`src/rtl/fa_pkg.sv`:
```
package fa_pkg;
  typedef enum logic [1:0] {
    OP_ERASE  = 2'd0,
    OP_WRITE  = 2'd1,
    OP_VERIFY = 2'd2,
    OP_BLANK  = 2'd3
  } op_e;

  typedef enum logic [1:0] {
    ST_IDLE = 2'd0,
    ST_RUN  = 2'd1,
    ST_FIN  = 2'd2
  } st_e;

  localparam logic [1:0] IX_PTR_LO = 2'd0;
  localparam logic [1:0] IX_PTR_HI = 2'd1;
  localparam logic [1:0] IX_CMP_HI = 2'd2;
  localparam logic [1:0] IX_CMP_LO = 2'd3;
endpackage

```
`src/rtl/fa_regfile.sv`:
```
module fa_regfile #(
  parameter int HI_W = 4,
  parameter int DW   = 8
) (
  input  logic          clk,
  input  logic          rst,
  input  logic          wr_en,
  input  logic [1:0]    idx,
  input  logic [DW-1:0] wr_data,
  input  logic          lock,
  input  logic          step,
  output logic [DW-1:0] rd_data,
  output logic [DW-1:0] ptr_hi_raw,
  output logic [DW-1:0] ptr_lo,
  output logic [DW-1:0] cmp_hi_raw,
  output logic [DW-1:0] cmp_lo
);
  import fa_pkg::*;
  localparam int AW = HI_W + DW;
  localparam logic [AW-1:0] ONE = AW'(1);

  logic [DW-1:0] p_hi_q, p_lo_q, c_hi_q, c_lo_q;
  logic [AW-1:0] nxt;

  assign nxt = {p_hi_q[HI_W-1:0], p_lo_q} + ONE;

  // pointer has no reset value
  always_ff @(posedge clk) begin
    if (step) begin
      p_lo_q <= nxt[DW-1:0];
      p_hi_q <= {p_hi_q[DW-1:HI_W], nxt[AW-1:DW]};
    end else if (wr_en && !lock) begin
      if (idx == IX_PTR_LO) p_lo_q <= wr_data;
      if (idx == IX_PTR_HI) p_hi_q <= wr_data;
    end
  end

  always_ff @(posedge clk) begin
    if (rst) begin
      c_hi_q <= '0;
      c_lo_q <= '0;
    end else if (wr_en && !lock) begin
      if (idx == IX_CMP_HI) c_hi_q <= wr_data;
      if (idx == IX_CMP_LO) c_lo_q <= wr_data;
    end
  end

  always_ff @(posedge clk) begin
    if (rst) rd_data <= '0;
    else begin
      case (idx)
        IX_PTR_LO: rd_data <= p_lo_q;
        IX_PTR_HI: rd_data <= p_hi_q;
        IX_CMP_HI: rd_data <= c_hi_q;
        default:   rd_data <= c_lo_q;
      endcase
    end
  end

  assign ptr_hi_raw = p_hi_q;
  assign ptr_lo     = p_lo_q;
  assign cmp_hi_raw = c_hi_q;
  assign cmp_lo     = c_lo_q;
endmodule

```
`src/rtl/fa_range_check.sv`:
```
module fa_range_check #(
  parameter int HI_W = 4,
  parameter int DW   = 8
) (
  input  logic [1:0]    op,
  input  logic [DW-1:0] ptr_hi_raw,
  input  logic [DW-1:0] ptr_lo,
  input  logic [DW-1:0] cmp_hi_raw,
  input  logic [DW-1:0] cmp_lo,
  output logic          legal
);
  import fa_pkg::*;
  logic rsv_bad, blk_bad, ord_bad, end_bad;

  assign rsv_bad = (|ptr_hi_raw[DW-1:HI_W]) | (|cmp_hi_raw[DW-1:HI_W]);
  assign blk_bad = ptr_hi_raw[HI_W-1:0] != cmp_hi_raw[HI_W-1:0];
  assign ord_bad = cmp_lo < ptr_lo;

  always_comb begin
    case (op_e'(op))
      OP_ERASE: end_bad = cmp_lo != '0;
      OP_BLANK: end_bad = cmp_lo != '1;
      default:  end_bad = 1'b0;
    endcase
  end

  assign legal = !(rsv_bad || blk_bad || ord_bad || end_bad);
endmodule

```
`src/rtl/fa_step_fsm.sv`:
```
module fa_step_fsm #(
  parameter int AW = 12
) (
  input  logic          clk,
  input  logic          rst,
  input  logic          start,
  input  logic          legal,
  input  logic [AW-1:0] cur,
  input  logic          at_end,
  output logic          step,
  output logic          busy,
  output logic          done,
  output logic          err,
  output logic          strobe,
  output logic [AW-1:0] addr
);
  import fa_pkg::*;
  st_e st;

  assign step = (st == ST_RUN) && !at_end;

  always_ff @(posedge clk) begin
    if (rst) begin
      st     <= ST_IDLE;
      busy   <= 1'b0;
      done   <= 1'b0;
      err    <= 1'b0;
      strobe <= 1'b0;
      addr   <= '0;
    end else begin
      case (st)
        ST_RUN: begin
          strobe <= 1'b1;
          addr   <= cur;
          if (at_end) st <= ST_FIN;
        end
        ST_FIN: begin
          strobe <= 1'b0;
          done   <= 1'b1;
          st     <= ST_IDLE;
        end
        default: begin
          done   <= 1'b0;
          strobe <= 1'b0;
          busy   <= 1'b0;
          if (start && !busy) begin
            if (legal) begin
              busy <= 1'b1;
              err  <= 1'b0;
              st   <= ST_RUN;
            end else begin
              err  <= 1'b1;
            end
          end
        end
      endcase
    end
  end
endmodule

```
`src/rtl/flash_addr_walker.sv`:
```
module flash_addr_walker #(
  parameter int HI_W = 4,
  parameter int DW   = 8,
  localparam int AW  = HI_W + DW
) (
  input  logic          clk,
  input  logic          rst,
  input  logic          reg_we,
  input  logic [1:0]    reg_addr,
  input  logic [DW-1:0] reg_wdata,
  output logic [DW-1:0] reg_rdata,
  input  logic          cmd_start,
  input  logic [1:0]    cmd_op,
  output logic          busy,
  output logic          done,
  output logic          err,
  output logic [AW-1:0] flash_addr,
  output logic          flash_addr_vld
);
  logic [DW-1:0] p_hi, p_lo, c_hi, c_lo;
  logic [AW-1:0] ptr_full, cmp_full;
  logic          legal, step;

  fa_regfile #(.HI_W(HI_W), .DW(DW)) u_regs (
    .clk(clk), .rst(rst), .wr_en(reg_we), .idx(reg_addr), .wr_data(reg_wdata),
    .lock(busy), .step(step), .rd_data(reg_rdata),
    .ptr_hi_raw(p_hi), .ptr_lo(p_lo), .cmp_hi_raw(c_hi), .cmp_lo(c_lo)
  );

  fa_range_check #(.HI_W(HI_W), .DW(DW)) u_chk_range (
    .op(cmd_op), .ptr_hi_raw(p_hi), .ptr_lo(p_lo),
    .cmp_hi_raw(c_hi), .cmp_lo(c_lo), .legal(legal)
  );

  assign ptr_full = {p_hi[HI_W-1:0], p_lo};
  assign cmp_full = {c_hi[HI_W-1:0], c_lo};

  fa_step_fsm #(.AW(AW)) u_fsm (
    .clk(clk), .rst(rst), .start(cmd_start), .legal(legal),
    .cur(ptr_full), .at_end(ptr_full == cmp_full), .step(step),
    .busy(busy), .done(done), .err(err),
    .strobe(flash_addr_vld), .addr(flash_addr)
  );
endmodule

```
`config.mk`:
```
export PLATFORM = sky130hd
export DESIGN_NAME = flash_addr_walker
export DESIGN_NICKNAME = d
export VERILOG_FILES = /design/src/rtl/fa_pkg.sv /design/src/rtl/fa_regfile.sv /design/src/rtl/fa_range_check.sv /design/src/rtl/fa_step_fsm.sv /design/src/rtl/flash_addr_walker.sv
export SDC_FILE = /design/constraint.sdc
export NUM_CORES = 1
export LEC_CHECK = 0
export BUFFER_PORTS_ARGS = -buffer_cell sky130_fd_sc_hd__buf_4
export CORE_MARGIN = 1.5
export CORE_UTILIZATION = 25
export CTS_CLUSTER_SIZE = 12
export DETAILED_ROUTE_END_ITERATION = 16
export MAX_ROUTING_LAYER = met4
export SKIP_LAST_GASP = 1
export SLEW_MARGIN = 25
export SYNTH_ARGS = -nofsm -noshare
export SYNTH_HDL_FRONTEND = slang
export SYNTH_SLANG_ARGS = --single-unit
```
`constraint.sdc`:
```
create_clock -name clk -period 4.55 [get_ports clk]
set_clock_uncertainty 0.15 [all_clocks]
set_input_delay 0.455 -clock clk [delete_from_list [all_inputs] [get_ports clk]]
set_output_delay 0.455 -clock clk [all_outputs]
set_load 0.02 [all_outputs]
```
==> impl_metrics.csv <==
group,metric,value,unit
status,status,"completed",
yosys,synth.distinct_cells,36,
routing,viasPerCell,4.80,
critical_path,cp_num_buf_inv,1,
pwr,intPower,1.03,mW
floorplan,die_area,12000,um^2
global_routing,grt_first_pass_wirelength,11.2,mm
routing,drc,0,
final_layout,fillCellCount,1143,
global_routing,overflow,0,
final_layout,syn_to_final_growth,25.6,%
final_layout,design_area,3550,um^2
placed_design,io_buffers,39,
critical_path,worst_setup_path_end_kind,"register",
critical_path,crit_chain,"inv_1, ha_1, nand4_1, o31ai_4, o21ai_1",
cts,cts_resized,0,
sta,relSlewSlack,53.3,%
pwr,power_frac_clock,50.6,%
cts,htree_levels,3,
routing,final_antenna_net_count,0,
sta,min_period,2.57,ns
floorplan,initial_utilization,25.9,%
placed_design,post_dp_cell_area,3250,um^2
final_layout,drive_gt1_share,21.0,%
cts,cts_buffers,9,
cts,cts_setup_buffers,0,
sta,finalHoldViolations,0,
yosys,synth-edff-count,16,
pwr,netSwitchingFraction,21.8,%
min_path,holdCritPathClass,"in2reg",
sta,finalSetupViolations,0,
sta,post-route-period-util,56.5,%
critical_path,crit_family,"compound AO/OA/AOI/OAI gates",
cts,cts_root_buf,"clkbuf_16",
pwr,p_leak,1.37,nW
pwr,power_density,372,nW/um^2
critical_path,crit_fanout,16,
routing,vias,2202,
yosys,netlist_instances,275,
yosys,synthArstFlopShare,0,%
global_routing,grt_pass1_vias,2273,
yosys,yosysSeqAreaShare,46.7,%
yosys,yosys_warnings,0,
placed_design,gp_congestion,0.833,
yosys,synth_ff_type,"dfxtp_1",
critical_path,worst_ep_required_time,4.38,ns
yosys,synth_top_area_share,29.7,%
critical_path,crit_path_start_kind,"register",
routing,drt_iter0_drc,178,
routing,wl,7.17,mm
cts,clkLatencyLatePin,0.33,ns
critical_path,crit_type,"reg2reg",
pwr,vdd_drop_max,0.174,mV
floorplan,num_rows,38,
pwr,seqPwrFrac,42.3,%
global_routing,grt.total_usage,13.3,%
global_routing,antenna_found_initial,0,
yosys,avgSynthCellArea,10.3,um^2
yosys,syn_area,2830,um^2
sta,max_freq,0.389,GHz
cts,cts_tree,"done",
cts,clk_pin_slew_worst_paths,0.05,ns
yosys,synth_commonest_cells,"42 x dfxtp_1, 28 x nand2_1, 26 x nor2_1, 22 x mux2i_1",
yosys,synth.most_common_cell,"dfxtp_1",
sta,worst-slew-pin-transition,0.696,ns
yosys,synth.area.top_cells,"dfxtp_1 30%, edfxtp_1 17%, mux2i_1 7.8%",
sta,finalSetupTns,0,ns
critical_path,worstPathArrival,2.40,ns
critical_path,critPathSlowestCell,"o31ai_4",
yosys,ys_ff_latch,58,
yosys,syn-num-nets,304,
sta,rsz0062_at_grt,"false",
cts,cts_hold_buf,0,
cts,numClockSinks,58,
cts,clock_path_buffers,2,
floorplan,io-pin-count,40,
placed_design,dp_hpwl,5.39,mm
final_layout,antenna_cells,0,
routing,wl_per_cell,15.6,um
pwr,p_sw,288,uW
routing,drt_first_pass_iters,4,
final_layout,fin_nets,343,
floorplan,die_x,109,um
sta,slew_violations,0,
floorplan,die_y,109,um
floorplan,coreArea,10900,um^2
pwr,combPwrFrac,7.1,%
critical_path,crit_path_max_incr_delay,0.58,ns
job,drv_cap,0,
global_routing,grt_max_degree,44,
yosys,synth_top_cell_by_area,"dfxtp_1",
==> sequential cells by signal, summed over array words and instances, names as in the netlist, 2 cells and up <==
| name | flops |
|---|---|
| u_fsm.addr | 12 |
| u_fsm.st | 2 |
| u_regs.cmp_hi_raw | 8 |
| u_regs.cmp_lo | 8 |
| u_regs.ptr_hi_raw | 8 |
| u_regs.ptr_lo | 8 |
| u_regs.rd_data | 8 |
==> cells in the final DEF (no fill, tap or decap), types with 8 or more instances in the layout <==
| cell | n |
|---|---|
| nor2_1 | 26 |
| nor2b_1 | 12 |
| mux4_2 | 8 |
| mux2i_1 | 22 |
| a21oi_1 | 16 |
| dfxtp_1 | 42 |
| clkbuf_16 | 10 |
| o21ai_0 | 9 |
| ha_1 | 12 |
| buf_4 | 39 |
| xnor2_1 | 10 |
| nand2_1 | 28 |
| inv_1 | 12 |
| edfxtp_1 | 16 |
| nand3_1 | 11 |
==> layout make-up <==
class / instances / area, um^2 / area share [%]
Clock buffer: 15 / 299 / 8.42
Clock inverter: 1 / 5.00 / 0.141
Inverter: 12 / 45.0 / 1.27
Multi-Input combinational cell: 194 / 1410 / 39.8
Sequential cell: 58 / 1320 / 37.2
Tap cell: 140 / 175 / 4.93
Timing Repair Buffer: 39 / 293 / 8.24
==> worst paths after layout <==
path,depth (start not counted),slack (ns),startpoint,end
max reg2reg,5,1.98,u_regs.ptr_lo[2],u_regs.ptr_lo[2]
max,5,1.98,u_regs.ptr_lo[2],u_regs.ptr_lo[2]
min,1,0.20,reg_wdata[4],u_regs.ptr_hi_raw[4]
min reg2reg,2,0.35,u_fsm.addr[10],u_fsm.addr[10]
==> power groups by stage <==
stage / combinational [mW] / sequential, mW / clock, mW
2_1_floorplan: 0.0547 / 0.570 / 0
3_3_place_gp: 0.0913 / 0.569 / 0
3_5_place_dp: 0.0935 / 0.570 / 0
4_1_cts: 0.0943 / 0.559 / 0.680
5_1_grt: 0.104 / 0.561 / 0.695
6_report: 0.0936 / 0.560 / 0.668
==> worst reg2reg max path: cells and delay by family (launching register included) <==
| kind | cells | cell delay, ns |
|---|---|---|
| AO/OA/AOI/OAI | 2 | 0.99 |
| flip-flops | 1 | 0.47 |
| adder cells (fa/ha/maj) | 1 | 0.32 |
| AND/OR/NAND/NOR | 1 | 0.20 |
| buffers and inverters | 1 | 0.10 |
==> stage by stage <==
stage,setup WS [ns],hold slack [ns],util (%),cells,power [mW]
after CTS,1.78,0.195,32.5,459,1.33
after detailed placement,1.78,0.341,29.7,443,0.663
final,1.98,0.200,32.5,459,1.32
after floorplan,2.25,0.313,-,275,0.624
after global placement,1.87,0.329,29.7,443,0.661
after global routing,1.77,0.198,32.5,459,1.36
==> logic make-up after synthesis <==
kind of cell | synth area share, %
simple gates | 17.9
flops | 46.7
compound gates | 7.74
mux | 14.2
buf+inv | 3.41
xor+xnor | 4.33
fa+ha+maj | 5.75
==> layer usage <==
| layer | wire length (um) | GRT usage (%) |
|---|---|---|
| met1 | 3140 | 16.0 |
| met5 | 0 | - |
| met3 | 513 | 4.33 |
| met2 | 3370 | 19.7 |
| met4 | 148 | 7.14 |
No activity file was read; power rests on OpenSTA's default activity.
